`config.mk`:
```
export PLATFORM = sky130hd
export DESIGN_NAME = mbx_requester
export DESIGN_NICKNAME = d
export VERILOG_FILES = /design/src/rtl/mbx_pkg.sv /design/src/rtl/mbx_countdown.sv /design/src/rtl/mbx_rsp_hdr.sv /design/src/rtl/mbx_requester.sv
export SDC_FILE = /design/constraint.sdc
export NUM_CORES = 1
export LEC_CHECK = 0
export BUFFER_PORTS_ARGS = -buffer_cell sky130_fd_sc_hd__buf_4
export CORE_AREA = 4 4 215 217
export DETAILED_ROUTE_END_ITERATION = 12
export DIE_AREA = 0 0 219 221
export HOLD_SLACK_MARGIN = 0.1
export PLACE_DENSITY_LB_ADDON = 0.12
export SLEW_MARGIN = 20
export SYNTH_ARGS = -nofsm -noshare
export SYNTH_HDL_FRONTEND = slang
export SYNTH_SLANG_ARGS = --single-unit
```
`constraint.sdc`:
```
create_clock -name clk -period 3.3 [get_ports clk]
set_input_delay 0.66 -clock clk [delete_from_list [all_inputs] [get_ports clk]]
set_output_delay 0.66 -clock clk [all_outputs]
set_load 0.02 [all_outputs]
```
`src/rtl/mbx_pkg.sv`:
```
package mbx_pkg;

  typedef enum logic [1:0] {
    PH_IDLE, PH_WAIT_RESP, PH_WAIT_ABORT, PH_WAIT_ABORT_ERR
  } mbx_phase_e;

  typedef enum logic [4:0] {
    S_IDLE, S_CHK_STAT, S_BACKOFF, S_HDR1, S_HDR2, S_PAY, S_GO,
    S_WAIT, S_RSTAT, S_RH1, S_RA1, S_RH2, S_RA2, S_RD, S_OUT,
    S_RCHK, S_RACK, S_FSTAT, S_ABT_WR, S_ABT_WAIT, S_ABT_STAT
  } mbx_step_e;

  localparam logic [1:0] A_CTRL = 2'd0;
  localparam logic [1:0] A_STAT = 2'd1;
  localparam logic [1:0] A_WBOX = 2'd2;
  localparam logic [1:0] A_RBOX = 2'd3;

  localparam int ST_BUSY  = 0;
  localparam int ST_ERR   = 2;
  localparam int ST_READY = 31;

  localparam logic signed [31:0] RC_BUSY    = -32'sd16;
  localparam logic signed [31:0] RC_IO      = -32'sd5;
  localparam logic signed [31:0] RC_TMO     = -32'sd110;
  localparam logic signed [31:0] RC_ABORTED = -32'sd14;

endpackage

```
`src/rtl/mbx_countdown.sv`:
```
module mbx_countdown #(
  parameter int W = 8
) (
  input  logic         clk,
  input  logic         rst_n,
  input  logic         load,
  input  logic [W-1:0] load_val,
  output logic         expired
);
  logic [W-1:0] cnt;

  always_ff @(posedge clk) begin
    if (!rst_n)          cnt <= '0;
    else if (load)       cnt <= load_val;
    else if (cnt != '0)  cnt <= cnt - 1'b1;
  end

  assign expired = (cnt == '0);
endmodule

```
`src/rtl/mbx_rsp_hdr.sv`:
```
module mbx_rsp_hdr #(
  parameter int CNT_W = 8,
  parameter int LEN_W = 21
) (
  input  logic [31:0]      word,
  input  logic [15:0]      exp_vid,
  input  logic [7:0]       exp_type,
  input  logic [CNT_W-1:0] cap,
  output logic             id_ok,
  output logic             len_ok,
  output logic [LEN_W-1:0] rem,
  output logic [LEN_W-1:0] keep
);
  localparam logic [LEN_W-1:0] MAX_LEN = LEN_W'(1) << (LEN_W - 1);
  logic [LEN_W-1:0] len;
  logic [LEN_W-1:0] cap_x;

  assign len    = word[LEN_W-1:0];
  assign cap_x  = LEN_W'(cap);
  assign id_ok  = (word[15:0] == exp_vid) && (word[23:16] == exp_type);
  assign len_ok = (len >= LEN_W'(2)) && (len <= MAX_LEN);
  assign rem    = len - LEN_W'(2);
  assign keep   = (rem < cap_x) ? rem : cap_x;
endmodule

```
`src/rtl/mbx_requester.sv`:
```
module mbx_requester
  import mbx_pkg::*;
#(
  parameter int CNT_W         = 8,
  parameter int LEN_W         = 21,
  parameter int TMO_CYC       = 250_000_000,
  parameter int POLL_CYC      = TMO_CYC / 128,
  parameter int BUSY_WAIT_CYC = TMO_CYC / 16,
  parameter int BUSY_TRIES    = 16
) (
  input  logic                    clk,
  input  logic                    rst_n,
  input  logic                    use_irq,
  input  logic                    mb_irq,
  input  logic                    abort_req,
  input  logic                    task_valid,
  output logic                    task_ready,
  input  logic [15:0]             task_vid,
  input  logic [7:0]              task_type,
  input  logic [CNT_W-1:0]        task_req_dw,
  input  logic [CNT_W-1:0]        task_rsp_cap,
  input  logic                    pl_valid,
  output logic                    pl_ready,
  input  logic [31:0]             pl_data,
  output logic                    rsp_valid,
  input  logic                    rsp_ready,
  output logic [31:0]             rsp_data,
  output logic                    done_valid,
  output logic signed [31:0]      done_code,
  output logic                    dead,
  output logic                    bus_req,
  output logic                    bus_we,
  output logic [1:0]              bus_addr,
  output logic [31:0]             bus_wdata,
  input  logic                    bus_ack,
  input  logic [31:0]             bus_rdata
);
  localparam int TMO_W  = $clog2(TMO_CYC + 1);
  localparam int IV_MAX = (POLL_CYC > BUSY_WAIT_CYC) ? POLL_CYC : BUSY_WAIT_CYC;
  localparam int IV_W   = $clog2(IV_MAX + 1);
  localparam int TRY_W  = $clog2(BUSY_TRIES + 1);

  mbx_phase_e        phase;
  mbx_step_e         step;
  logic [15:0]       cmd_vid;
  logic [7:0]        cmd_type;
  logic [CNT_W-1:0]  cmd_req_dw, cmd_cap;
  logic [LEN_W-1:0]  cnt, rem, keep;
  logic [TRY_W-1:0]  tries;
  logic              task_live, abort_pend, irq_pend;

  logic              ack, st_busy, st_err, st_ready;
  logic              iv_load, to_load, iv_exp, to_exp;
  logic [IV_W-1:0]   iv_val;
  logic              id_ok, len_ok, fail;
  logic [LEN_W-1:0]  h_rem, h_keep;
  logic signed [31:0] fail_code;

  assign ack      = bus_req && bus_ack;
  assign st_busy  = bus_rdata[ST_BUSY];
  assign st_err   = bus_rdata[ST_ERR];
  assign st_ready = bus_rdata[ST_READY];

  assign task_ready = (step == S_IDLE) && !abort_pend;
  assign pl_ready   = (step == S_PAY) && !bus_req;

  mbx_countdown #(.W(IV_W)) u_interval (
    .clk(clk), .rst_n(rst_n), .load(iv_load), .load_val(iv_val), .expired(iv_exp));

  mbx_countdown #(.W(TMO_W)) u_timeout (
    .clk(clk), .rst_n(rst_n), .load(to_load), .load_val(TMO_W'(TMO_CYC)), .expired(to_exp));

  mbx_rsp_hdr #(.CNT_W(CNT_W), .LEN_W(LEN_W)) u_hdr (
    .word(bus_rdata), .exp_vid(cmd_vid), .exp_type(cmd_type), .cap(cmd_cap),
    .id_ok(id_ok), .len_ok(len_ok), .rem(h_rem), .keep(h_keep));

  // failures that send the engine into error recovery
  always_comb begin
    fail      = 1'b0;
    fail_code = RC_IO;
    if (ack) begin
      unique case (step)
        S_CHK_STAT: fail = st_err && !st_busy;
        S_RSTAT: begin
          if (st_err) fail = 1'b1;
          else if (!st_ready && to_exp) begin fail = 1'b1; fail_code = RC_TMO; end
        end
        S_RH1:   fail = !id_ok;
        S_RH2:   fail = !len_ok;
        S_RCHK:  fail = !st_ready;
        S_FSTAT: fail = st_err;
        default: fail = 1'b0;
      endcase
    end
  end

  // timer loads
  always_comb begin
    iv_load = 1'b0;
    iv_val  = IV_W'(POLL_CYC);
    to_load = 1'b0;
    if (ack) begin
      unique case (step)
        S_CHK_STAT: if (st_busy && tries != TRY_W'(BUSY_TRIES - 1)) begin
          iv_load = 1'b1; iv_val = IV_W'(BUSY_WAIT_CYC);
        end
        S_GO, S_ABT_WR: begin iv_load = 1'b1; to_load = 1'b1; end
        S_RSTAT:    iv_load = !fail && !st_ready;
        S_ABT_STAT: iv_load = (st_busy || st_err) && !to_exp;
        default: ;
      endcase
    end
  end

  always_ff @(posedge clk) begin
    if (!rst_n) begin
      phase <= PH_IDLE;  step <= S_IDLE;
      cmd_vid <= '0; cmd_type <= '0; cmd_req_dw <= '0; cmd_cap <= '0;
      cnt <= '0; rem <= '0; keep <= '0; tries <= '0;
      task_live <= 1'b0; abort_pend <= 1'b0; irq_pend <= 1'b0; dead <= 1'b0;
      bus_req <= 1'b0; bus_we <= 1'b0; bus_addr <= '0; bus_wdata <= '0;
      rsp_valid <= 1'b0; rsp_data <= '0; done_valid <= 1'b0; done_code <= '0;
    end else begin
      done_valid <= 1'b0;
      if (mb_irq)    irq_pend   <= 1'b1;
      if (abort_req) abort_pend <= 1'b1;
      if (ack)       bus_req    <= 1'b0;
      if (fail) begin
        done_valid <= 1'b1;  done_code <= fail_code;  task_live <= 1'b0;
        phase <= PH_WAIT_ABORT_ERR;  step <= S_ABT_WR;
      end else begin
        unique case (step)
          S_IDLE: begin
            if (abort_pend) begin
              abort_pend <= 1'b0;  phase <= PH_WAIT_ABORT;  step <= S_ABT_WR;
            end else if (task_valid) begin
              cmd_vid <= task_vid;  cmd_type <= task_type;
              cmd_req_dw <= task_req_dw;  cmd_cap <= task_rsp_cap;
              if (dead) begin
                done_valid <= 1'b1;  done_code <= RC_IO;
              end else begin
                task_live <= 1'b1;  tries <= '0;  step <= S_CHK_STAT;
              end
            end
          end
          S_BACKOFF: if (iv_exp) step <= S_CHK_STAT;
          S_CHK_STAT: begin
            if (!bus_req) begin
              bus_req <= 1'b1; bus_we <= 1'b0; bus_addr <= A_STAT;
            end else if (bus_ack) begin
              if (!st_busy) step <= S_HDR1;
              else if (tries == TRY_W'(BUSY_TRIES - 1)) begin
                done_valid <= 1'b1;  done_code <= RC_BUSY;
                task_live <= 1'b0;  step <= S_IDLE;
              end else begin
                tries <= tries + 1'b1;  step <= S_BACKOFF;
              end
            end
          end
          S_HDR1: begin
            if (!bus_req) begin
              bus_req <= 1'b1; bus_we <= 1'b1; bus_addr <= A_WBOX;
              bus_wdata <= {8'h00, cmd_type, cmd_vid};
            end else if (bus_ack) step <= S_HDR2;
          end
          S_HDR2: begin
            if (!bus_req) begin
              bus_req <= 1'b1; bus_we <= 1'b1; bus_addr <= A_WBOX;
              bus_wdata <= 32'(cmd_req_dw) + 32'd2;
            end else if (bus_ack) begin
              cnt  <= '0;
              step <= (cmd_req_dw != '0) ? S_PAY : S_GO;
            end
          end
          S_PAY: begin
            if (!bus_req) begin
              if (pl_valid) begin
                bus_req <= 1'b1; bus_we <= 1'b1; bus_addr <= A_WBOX; bus_wdata <= pl_data;
              end
            end else if (bus_ack) begin
              cnt <= cnt + 1'b1;
              if (cnt == LEN_W'(cmd_req_dw) - 1'b1) step <= S_GO;
            end
          end
          S_GO: begin
            if (!bus_req) begin
              bus_req <= 1'b1; bus_we <= 1'b1; bus_addr <= A_CTRL;
              bus_wdata <= {1'b1, 29'd0, use_irq, 1'b0};
            end else if (bus_ack) begin
              phase <= PH_WAIT_RESP;  irq_pend <= 1'b0;  step <= S_WAIT;
            end
          end
          S_WAIT: begin
            if (abort_pend) begin
              abort_pend <= 1'b0;  phase <= PH_WAIT_ABORT;  step <= S_ABT_WR;
            end else if (use_irq ? (irq_pend || to_exp) : iv_exp) begin
              irq_pend <= 1'b0;  step <= S_RSTAT;
            end
          end
          S_RSTAT, S_RCHK, S_FSTAT: begin
            if (!bus_req) begin
              bus_req <= 1'b1; bus_we <= 1'b0; bus_addr <= A_STAT;
            end else if (bus_ack) begin
              if (step == S_RSTAT) step <= st_ready ? S_RH1 : S_WAIT;
              else if (step == S_RCHK) step <= S_RACK;
              else begin
                done_valid <= 1'b1;  done_code <= 32'(keep) <<< 2;
                task_live <= 1'b0;  phase <= PH_IDLE;  step <= S_IDLE;
              end
            end
          end
          S_RH1, S_RH2, S_RD: begin
            if (!bus_req) begin
              bus_req <= 1'b1; bus_we <= 1'b0; bus_addr <= A_RBOX;
            end else if (bus_ack) begin
              if (step == S_RH1) step <= S_RA1;
              else if (step == S_RH2) begin
                rem <= h_rem;  keep <= h_keep;  cnt <= '0;  step <= S_RA2;
              end else if (cnt < keep) begin
                rsp_valid <= 1'b1;  rsp_data <= bus_rdata;  step <= S_OUT;
              end else step <= S_RACK;
            end
          end
          S_OUT: if (rsp_ready) begin
            rsp_valid <= 1'b0;
            step <= (cnt == keep - 1'b1) ? S_RCHK : S_RACK;
          end
          S_RA1, S_RA2, S_RACK: begin
            if (!bus_req) begin
              bus_req <= 1'b1; bus_we <= 1'b1; bus_addr <= A_RBOX; bus_wdata <= '0;
            end else if (bus_ack) begin
              if (step == S_RA1) step <= S_RH2;
              else if (step == S_RA2) step <= (rem == '0) ? S_FSTAT : S_RD;
              else begin
                cnt  <= cnt + 1'b1;
                step <= (cnt == rem - 1'b1) ? S_FSTAT : S_RD;
              end
            end
          end
          S_ABT_WR: begin
            if (!bus_req) begin
              bus_req <= 1'b1; bus_we <= 1'b1; bus_addr <= A_CTRL;
              bus_wdata <= {30'd0, use_irq, 1'b1};
            end else if (bus_ack) step <= S_ABT_WAIT;
          end
          S_ABT_WAIT: if (iv_exp) step <= S_ABT_STAT;
          S_ABT_STAT: begin
            if (!bus_req) begin
              bus_req <= 1'b1; bus_we <= 1'b0; bus_addr <= A_STAT;
            end else if (bus_ack) begin
              if ((!st_busy && !st_err) || to_exp) begin
                if (st_busy || st_err) dead <= 1'b1;
                if (phase == PH_WAIT_ABORT && task_live) begin
                  done_valid <= 1'b1;  done_code <= RC_ABORTED;
                end
                task_live <= 1'b0;  phase <= PH_IDLE;  step <= S_IDLE;
              end else step <= S_ABT_WAIT;
            end
          end
          default: step <= S_IDLE;
        endcase
      end
    end
  end

  AST_BUS_HOLD: assert property (@(posedge clk) disable iff (!rst_n)
    bus_req && !bus_ack |=> bus_req && $stable(bus_we) && $stable(bus_addr) && $stable(bus_wdata));

  AST_RSP_HOLD: assert property (@(posedge clk) disable iff (!rst_n)
    rsp_valid && !rsp_ready |=> rsp_valid && $stable(rsp_data));

  AST_DEAD_STICKY: assert property (@(posedge clk) disable iff (!rst_n)
    dead |=> dead);

  AST_DEAD_REJECT: assert property (@(posedge clk) disable iff (!rst_n)
    dead && task_valid && task_ready |=> done_valid && done_code == RC_IO);

  AST_NO_GO_DEAD: assert property (@(posedge clk) disable iff (!rst_n)
    dead |-> !(bus_req && bus_we && bus_addr == A_CTRL && bus_wdata[31]));

endmodule

```
## Word level (Yosys, flattened, before mapping)

Cells that the tools add are included.

| storage, ports and cells | value |
|---|---|
| register bits after elaboration | 273 |
| logic and storage cells | 428 |

| operators by class | value |
|---|---|
| $add $sub $neg | 9 |
| order comparisons | 4 |
| eq/ne operators | 120 |
| muxes and demuxes | 194 |
| bitwise gates (word level) | 5 |
| reduce and logical (&&, ||, !) cells | 70 |

Operator list:

| operator | count |
|---|---|
| 32-bit 2-to-1 mux | 23 |
| 21-bit 2-to-1 mux | 13 |
| 5-bit 2-to-1 mux | 48 |
| 32-bit case mux with 6 select lines | 1 |
| 32-bit case mux with 4 select lines | 1 |
| 24-bit 2-to-1 mux | 5 |
| 3-bit inequality test, second input constant | 35 |
| 2-bit inequality test, second input constant | 51 |
| 21-bit case mux with 4 select lines | 1 |
| 5-bit case mux with 15 select lines | 1 |
| 21-bit equality test | 3 |
| 1-bit 2-to-1 mux | 63 |
| 28-bit 2-to-1 mux | 2 |
| 27-bit AND reduction | 2 |
| 5-bit by 4-bit equality test with 1-bit output, second input constant | 9 |
| 21-bit by 1-bit subtractor with 21-bit output, second input constant | 2 |
| 2-bit 2-to-1 mux | 20 |
| 28-bit logical NOT | 1 |
| 7-bit 2-to-1 mux | 4 |
| 28-bit nonzero test | 1 |
| 28-bit by 1-bit subtractor with 28-bit output, second input constant | 1 |
| 5-bit equality test, second input constant | 5 |
| 24-bit logical NOT | 1 |
| 24-bit nonzero test | 1 |
| other kinds (57) | 108 |

## Depth between registers and ports, before layout

| logic depth | value |
|---|---|
| word-level depth | 11 |
| depth in mapped cells | 14 |

## By module

Synthesis repeated with hierarchy kept, for this count alone.

| unflattened totals | value |
|---|---|
| cell total of the unflattened synthesis | 2043 |
| area total of the unflattened synthesis | 15821.4 um^2 |

Modules (own cells, without submodules):

| module | instances | cells an instance | area each (um^2) |
|---|---|---|---|
| mbx_requester | 1 | 1522 | 11700.0 |
| mbx_countdown at u_timeout | 1 | 196 | 1552.7 |
| mbx_countdown at u_interval | 1 | 162 | 1361.3 |
| mbx_rsp_hdr | 1 | 163 | 1207.4 |

## Worst setup path before layout

No wires, ideal clock.

| path | value |
|---|---|
| kind | input-to-reg |
| start | input port bus_rdata[3] |
| end | register keep[7] |
| data arrival time | 3.121 ns |
| slack | 0.056 ns |
| stages on the path | 13 |
| buffers on the path | 1 |
| cells stage by stage | clkbuf_1 -> nor3_1 -> nand2_1 -> nor2_1 -> xor2_1 -> ha_1 -> or4_1 -> nor2_1 -> nand4_1 -> nor3_1 -> o2111ai_2 -> mux2i_1 -> o21ai_0 |

| between the ends | value |
|---|---|
| elaborated cells on any way between the ends | 14 |
| classes of those cells | 1 x add/sub; 3 x order compare; 1 x eq/ne; 3 x mux; 1 x bitwise; 5 x reduce/logical |

RTL lines:

| what | RTL line | text |
|---|---|---|
| start, declared | mbx_requester.sv:36 | `input logic [31:0] bus_rdata` |
| 21-bit by 2-bit subtractor with 21-bit output (*) | mbx_rsp_hdr.sv:22 | `assign rem = len - LEN_W'(2);` |
| via h_rem[7] | mbx_requester.sv:56 | `logic [LEN_W-1:0] h_rem, h_keep;` |
| 21-bit by 8-bit < comparator with 1-bit output | mbx_rsp_hdr.sv:23 | `assign keep = (rem < cap_x) ? rem : cap_x;` |
| 21-bit 2-to-1 mux (*) | mbx_rsp_hdr.sv:23 |  |
| end signal, assigned | mbx_requester.sv:119 | `cnt <= '0; rem <= '0; keep <= '0; tries <= '0;` |
| end signal, assigned | mbx_requester.sv:218 | `rem <= h_rem; keep <= h_keep; cnt <= '0; step <= S_RA2;` |
| end, declared | mbx_requester.sv:48 | `logic [LEN_W-1:0] cnt, rem, keep;` |

The timed path passes the listed nets; every way through them passes the cells marked *.
A chain may end at the register's enable or synchronous reset.

## Worst setup path after layout

| path | value |
|---|---|
| start | register rem[1] |
| end | register step[4] |

| between the ends | value |
|---|---|
| longest elaborated chain between the ends | 9 |
| elaborated cells on any way between the ends | 11 |
| classes of those cells | 1 x add/sub; 1 x eq/ne; 8 x mux; 1 x reduce/logical |

Ends and longest elaborated chain:

| what | RTL line | text |
|---|---|---|
| start, declared | mbx_requester.sv:48 |  |
| start signal, assigned | mbx_requester.sv:119 |  |
| start signal, assigned | mbx_requester.sv:218 |  |
| 21-bit by 1-bit subtractor with 21-bit output | mbx_requester.sv:236 | `step <= (cnt == rem - 1'b1) ? S_FSTAT : S_RD;` |
| 21-bit equality test | mbx_requester.sv:236 |  |
| 5-bit 2-to-1 mux | mbx_requester.sv:236 |  |
| 5-bit 2-to-1 mux (*) | mbx_requester.sv:233 | `else if (step == S_RA2) step <= (rem == '0) ? S_FSTAT : S_RD;` |
| 5-bit 2-to-1 mux (*) | mbx_requester.sv:232 | `if (step == S_RA1) step <= S_RH2;` |
| 5-bit 2-to-1 mux (*) | mbx_requester.sv:231 | `end else if (bus_ack) begin` |
| 5-bit 2-to-1 mux (*) | mbx_requester.sv:229 | `if (!bus_req) begin` |
| 5-bit case mux with 15 select lines (*) | mbx_requester.sv:132 | `unique case (step)` |
| 5-bit 2-to-1 mux (*) | mbx_requester.sv:128 | `if (fail) begin` |
| end signal, assigned | mbx_requester.sv:172 | `step <= (cmd_req_dw != '0) ? S_PAY : S_GO;` |
| end signal, assigned | mbx_requester.sv:226 | `step <= (cnt == keep - 1'b1) ? S_RCHK : S_RACK;` |
| end signal, assigned | mbx_requester.sv:233 |  |
| end, declared | mbx_requester.sv:44 | `mbx_step_e step;` |

Mark *: on every way between the ends. The rest lies on a longest branch, timed or not. The select of a mux whose other input is x is not followed.

==> qor.csv <==
stage,metric,value,unit
timing,Final Hold Violating Endpoints,0,
routing,via count,14800,
pwr,clock power share,24.7,%
worst_hold_path,Worst Hold Class,in2reg,
routing,Avg Vias per Cell,5.30,
yosys,YS warnings,0,
critical_path,worst-path fanout max,7,
routing,DRC,0,
clock_network,clk_lat worst skew,0.54,ns
layout,Final Core Density,44.3,%
timing,fin crit share,93.9,%
critical_path,CP max stage cell,or3b_2,
layout,post-route insts no fill,2801,
clock_network,Max Buffers Root-to-Sink,3,
critical_path,CP arrival,3.58,ns
critical_path,"reg-to-reg slack, setup",0.20,ns
pwr,total power,14.5,mW
timing,"Setup violations, final",0,
critical_path,startpoint types,flop,
yosys,syn_nets,2064,
yosys,distinct cell type count of the synthesized netlist,100,
critical_path,reg2reg start,rem[1],
routing,Routed Antenna Nets,0,
place,Place WS,-0.182,ns
worst_hold_path,hold path depth,3,
grt,Overflow after GRT,0,
place,Routability Congestion,0.953,
floorplan,I/O Pins,218,
yosys,ys async rst share,0,%
critical_path,CP cell instances,inv_1 > ha_1 > or3b_2 > nor4_4 > nand3_1 > nor2_1 > o2111ai_1 > o31a_1 > nor4_1 > o221a_1,
timing,clk_skew,0.0247,ns
critical_path,Top Family by Delay on Critical Path,simple AND/OR/NAND/NOR gates,
yosys,Post-Syn Area per Cell,8.02,µm²
clock_network,TritonCTS Buffers,34,
pwr,Gate power share,44.7,%
timing,setup TNS,0,ns
routing,DRT Wirelength,54600,µm
layout,Layout area overhead,27.4,%
job,Max Cap Violations,0,
critical_path,Bufs and invs on worst path,1,
timing,Final min period,3.10,ns
timing,RSZ-0062 raised after global routing,no,
timing,Max Clk Rate,0.323,GHz
yosys,number of synthesized flops with an enable pin,0,
critical_path,CP Class,reg2reg,
place,input/output buffers,217,
yosys,Syn Inst Count,1910,
run_status,status,"complete, no violations",
timing,Final Max Slew Viols,0,
yosys,Most used DFF post-synth,dfxtp_1,
critical_path,Critical Path Sink Type,flop,
pwr,Switching Share,39.3,%
layout,share of post-route cells with drive strength above 1,24.7,%
floorplan,row cnt,77,
timing,Worst-Margin Slew,1.01,ns
layout,fin nets,2342,
grt,vias in the first global route,14400,
yosys,#FFs+latches synth,265,
routing,wire per inst,19.5,µm
place,placed cells,2742,
worst_hold_path,min-delay src,task_req_dw[4],
floorplan,Initial Util,34.7,%
clock_network,Clock Sinks,265,
critical_path,critical path's largest stage delay,0.55,ns
clock_network,clk slew on worst S/H paths,0.06,ns
pwr,internal power,8.81,mW
grt,first-pass GRT wire length,85100,µm
floorplan,die height,221,µm
clock_network,CTS tree,yes,
timing,Worst slew margin,32.3,%
clock_network,CTS root buf,clkbuf_16,
pwr,Lkg Pwr,7.78,nW
grt,GRT Util Overall,21.9,%
yosys,sequential area share after synthesis,34.6,%
floorplan,floorplan core area,0.0441,mm²
yosys,"Cell Area, Synth",0.0153,mm²
critical_path,worst r2r dst,step[4],
critical_path,Register-to-Register Path Depth,10,
clock_network,hold_buf cts,0,
grt,largest net degree at the start of global routing,92,
routing,DR iter-0 viols,1140,
floorplan,Die Width,219,µm
routing,drt pass-1 iters,5,
critical_path,WP data required,3.78,ns
pwr,Sw Pwr,5.70,mW
worst_hold_path,WHS Endpoint,cmd_req_dw[4],
pwr,power per cell area,743,mW/mm²
floorplan,Die ar.,0.0484,mm²
place,hpwl dp,41300,µm
pwr,Worst VDD drop,0.373,mV
clock_network,H-tree depth,2,
pwr,sequential power share,30.6,%
grt,initial antenna violation count,1,
timing,Final WS setup,0.200,ns
how the worst max path moves through the flow:
stage	startpoint	end	slack, ns	depth (start not counted)
4_1_cts	keep[12]	rsp_data[28]	0.19	11
3_3_place_gp	bus_rdata[10]	cnt[13]	-0.17	12
5_1_grt	u_timeout.cnt[5]	done_code[14]	0.007	9
6_report	rem[1]	step[4]	0.20	10
3_5_place_dp	bus_rdata[10]	rsp_data[28]	-0.18	11
2_1_floorplan	bus_rdata[3]	keep[7]	0.06	13
cell usage after synthesis (6+ instances only):
cell type	count	area share, %
a211oi_1	26	1.3
a211oi_2	7	0.57
a21oi_1	155	5.1
a221oi_1	20	1.1
a222oi_1	6	0.39
a31oi_1	11	0.45
and2_1	8	0.33
and3_1	9	0.37
buf_1	10	0.24
buf_2	12	0.39
buf_4	16	0.78
buf_6	6	0.44
clkbuf_1	96	2.4
dfxtp_1	265	35
ha_1	41	3.3
inv_1	59	1.4
mux2i_1	14	0.91
nand2_1	253	6.2
nand2b_1	17	0.69
nand3_1	60	2.0
nand3b_1	8	0.39
nand4_1	24	0.98
nor2_1	182	4.5
nor2b_1	7	0.29
nor2b_4	14	1.3
nor3_1	101	3.3
nor3_2	29	1.9
nor4_1	30	1.2
nor4b_1	6	0.34
o211ai_1	7	0.34
o21ai_0	55	1.8
o21ai_1	12	0.39
o22ai_1	9	0.37
or2_2	7	0.29
or3_1	20	0.82
or4_1	8	0.39
xnor2_1	118	6.7
xor2_1	61	3.5
power by group through the flow:
| stage | logic, mW | registers (mW) | clock network [mW] |
|---|---|---|---|
| after detailed placement | 6.46 | 4.50 | 0 |
| after global routing | 7.11 | 4.53 | 3.82 |
| after floorplan | 4.23 | 4.64 | 0 |
| final | 6.48 | 4.45 | 3.58 |
| after CTS | 6.50 | 4.44 | 3.69 |
| after global placement | 6.44 | 4.49 | 0 |
sequential cells by signal (all words and copies together), names as in the netlist, 8 cells and up:
register / cells
done_code: 24
u_interval.cnt: 24
bus_wdata: 32
u_timeout.cnt: 28
cnt: 21
cmd_cap: 8
cmd_vid: 16
cmd_type: 8
rsp_data: 32
cmd_req_dw: 8
rem: 21
keep: 21
cell type report:
cell class | instances | area [µm²]
antenna | 1 | 2.50
clock buffer | 51 | 1010
clock inverter | 5 | 56.3
fill | 4514 | 24600
inverter | 59 | 226
multi-input combinational | 1445 | 9180
sequential | 265 | 5310
tap | 592 | 741
timing repair buffer | 383 | 3010
cells in the final DEF (no fill, tap or decap), types with 24 or more instances in the layout:
cell,instances
clkbuf_16,35
ha_1,41
buf_4,372
nor3_2,28
nor4_1,29
nor2_1,179
xnor2_1,118
a211oi_1,26
nor3_1,101
o21ai_0,55
dfxtp_1,265
nand4_1,24
nand2_1,253
a21oi_1,155
nand3_1,60
inv_1,58
xor2_1,61
cells by family (layout without fill, tap and decap cells):
| group | Yosys count | after routing | share of synthesized area [%] |
|---|---|---|---|
| multiplexers | 16 | 16 | 1.06 |
| adder cells (fa/ha/maj) | 41 | 41 | 3.35 |
| flip-flops | 265 | 265 | 34.6 |
| buffers and inverters | 200 | 498 | 5.69 |
| AND/OR/NAND/NOR | 829 | 829 | 28.6 |
| AO/OA/AOI/OAI | 379 | 379 | 16.3 |
| XOR/XNOR | 180 | 180 | 10.4 |
| other | 0 | 1 | 0 |
routing by layer:
metal  vias up  GRT usage, %  wire [µm]
met4         0          5.18       1180
li1       7249             -          -
met3        80          4.61       3850
met1      7032          29.9      24600
met2       471          35.3      24900
met5         -             0          0
through the flow:
stage / hold WS (ns) / cell area, µm²
2_1_floorplan: 0.439 / 15300
3_3_place_gp: 0.440 / 18400
5_1_grt: 0.374 / 19500
4_1_cts: 0.354 / 19500
3_5_place_dp: 0.448 / 18400
6_report: 0.382 / 19500
timing repair:
item,CTS,global route
pin swaps,0,1
resized for setup,1,0
endpoints found under the hold margin,0,0
setup endpoints to repair,2,8
setup buffers,0,2
worst min-delay path: stages:
cell and delay, ns:
buf_4 0.11, nand2_1 0.04, a21oi_1 0.05
No activity file was read; power rests on OpenSTA's default activity.
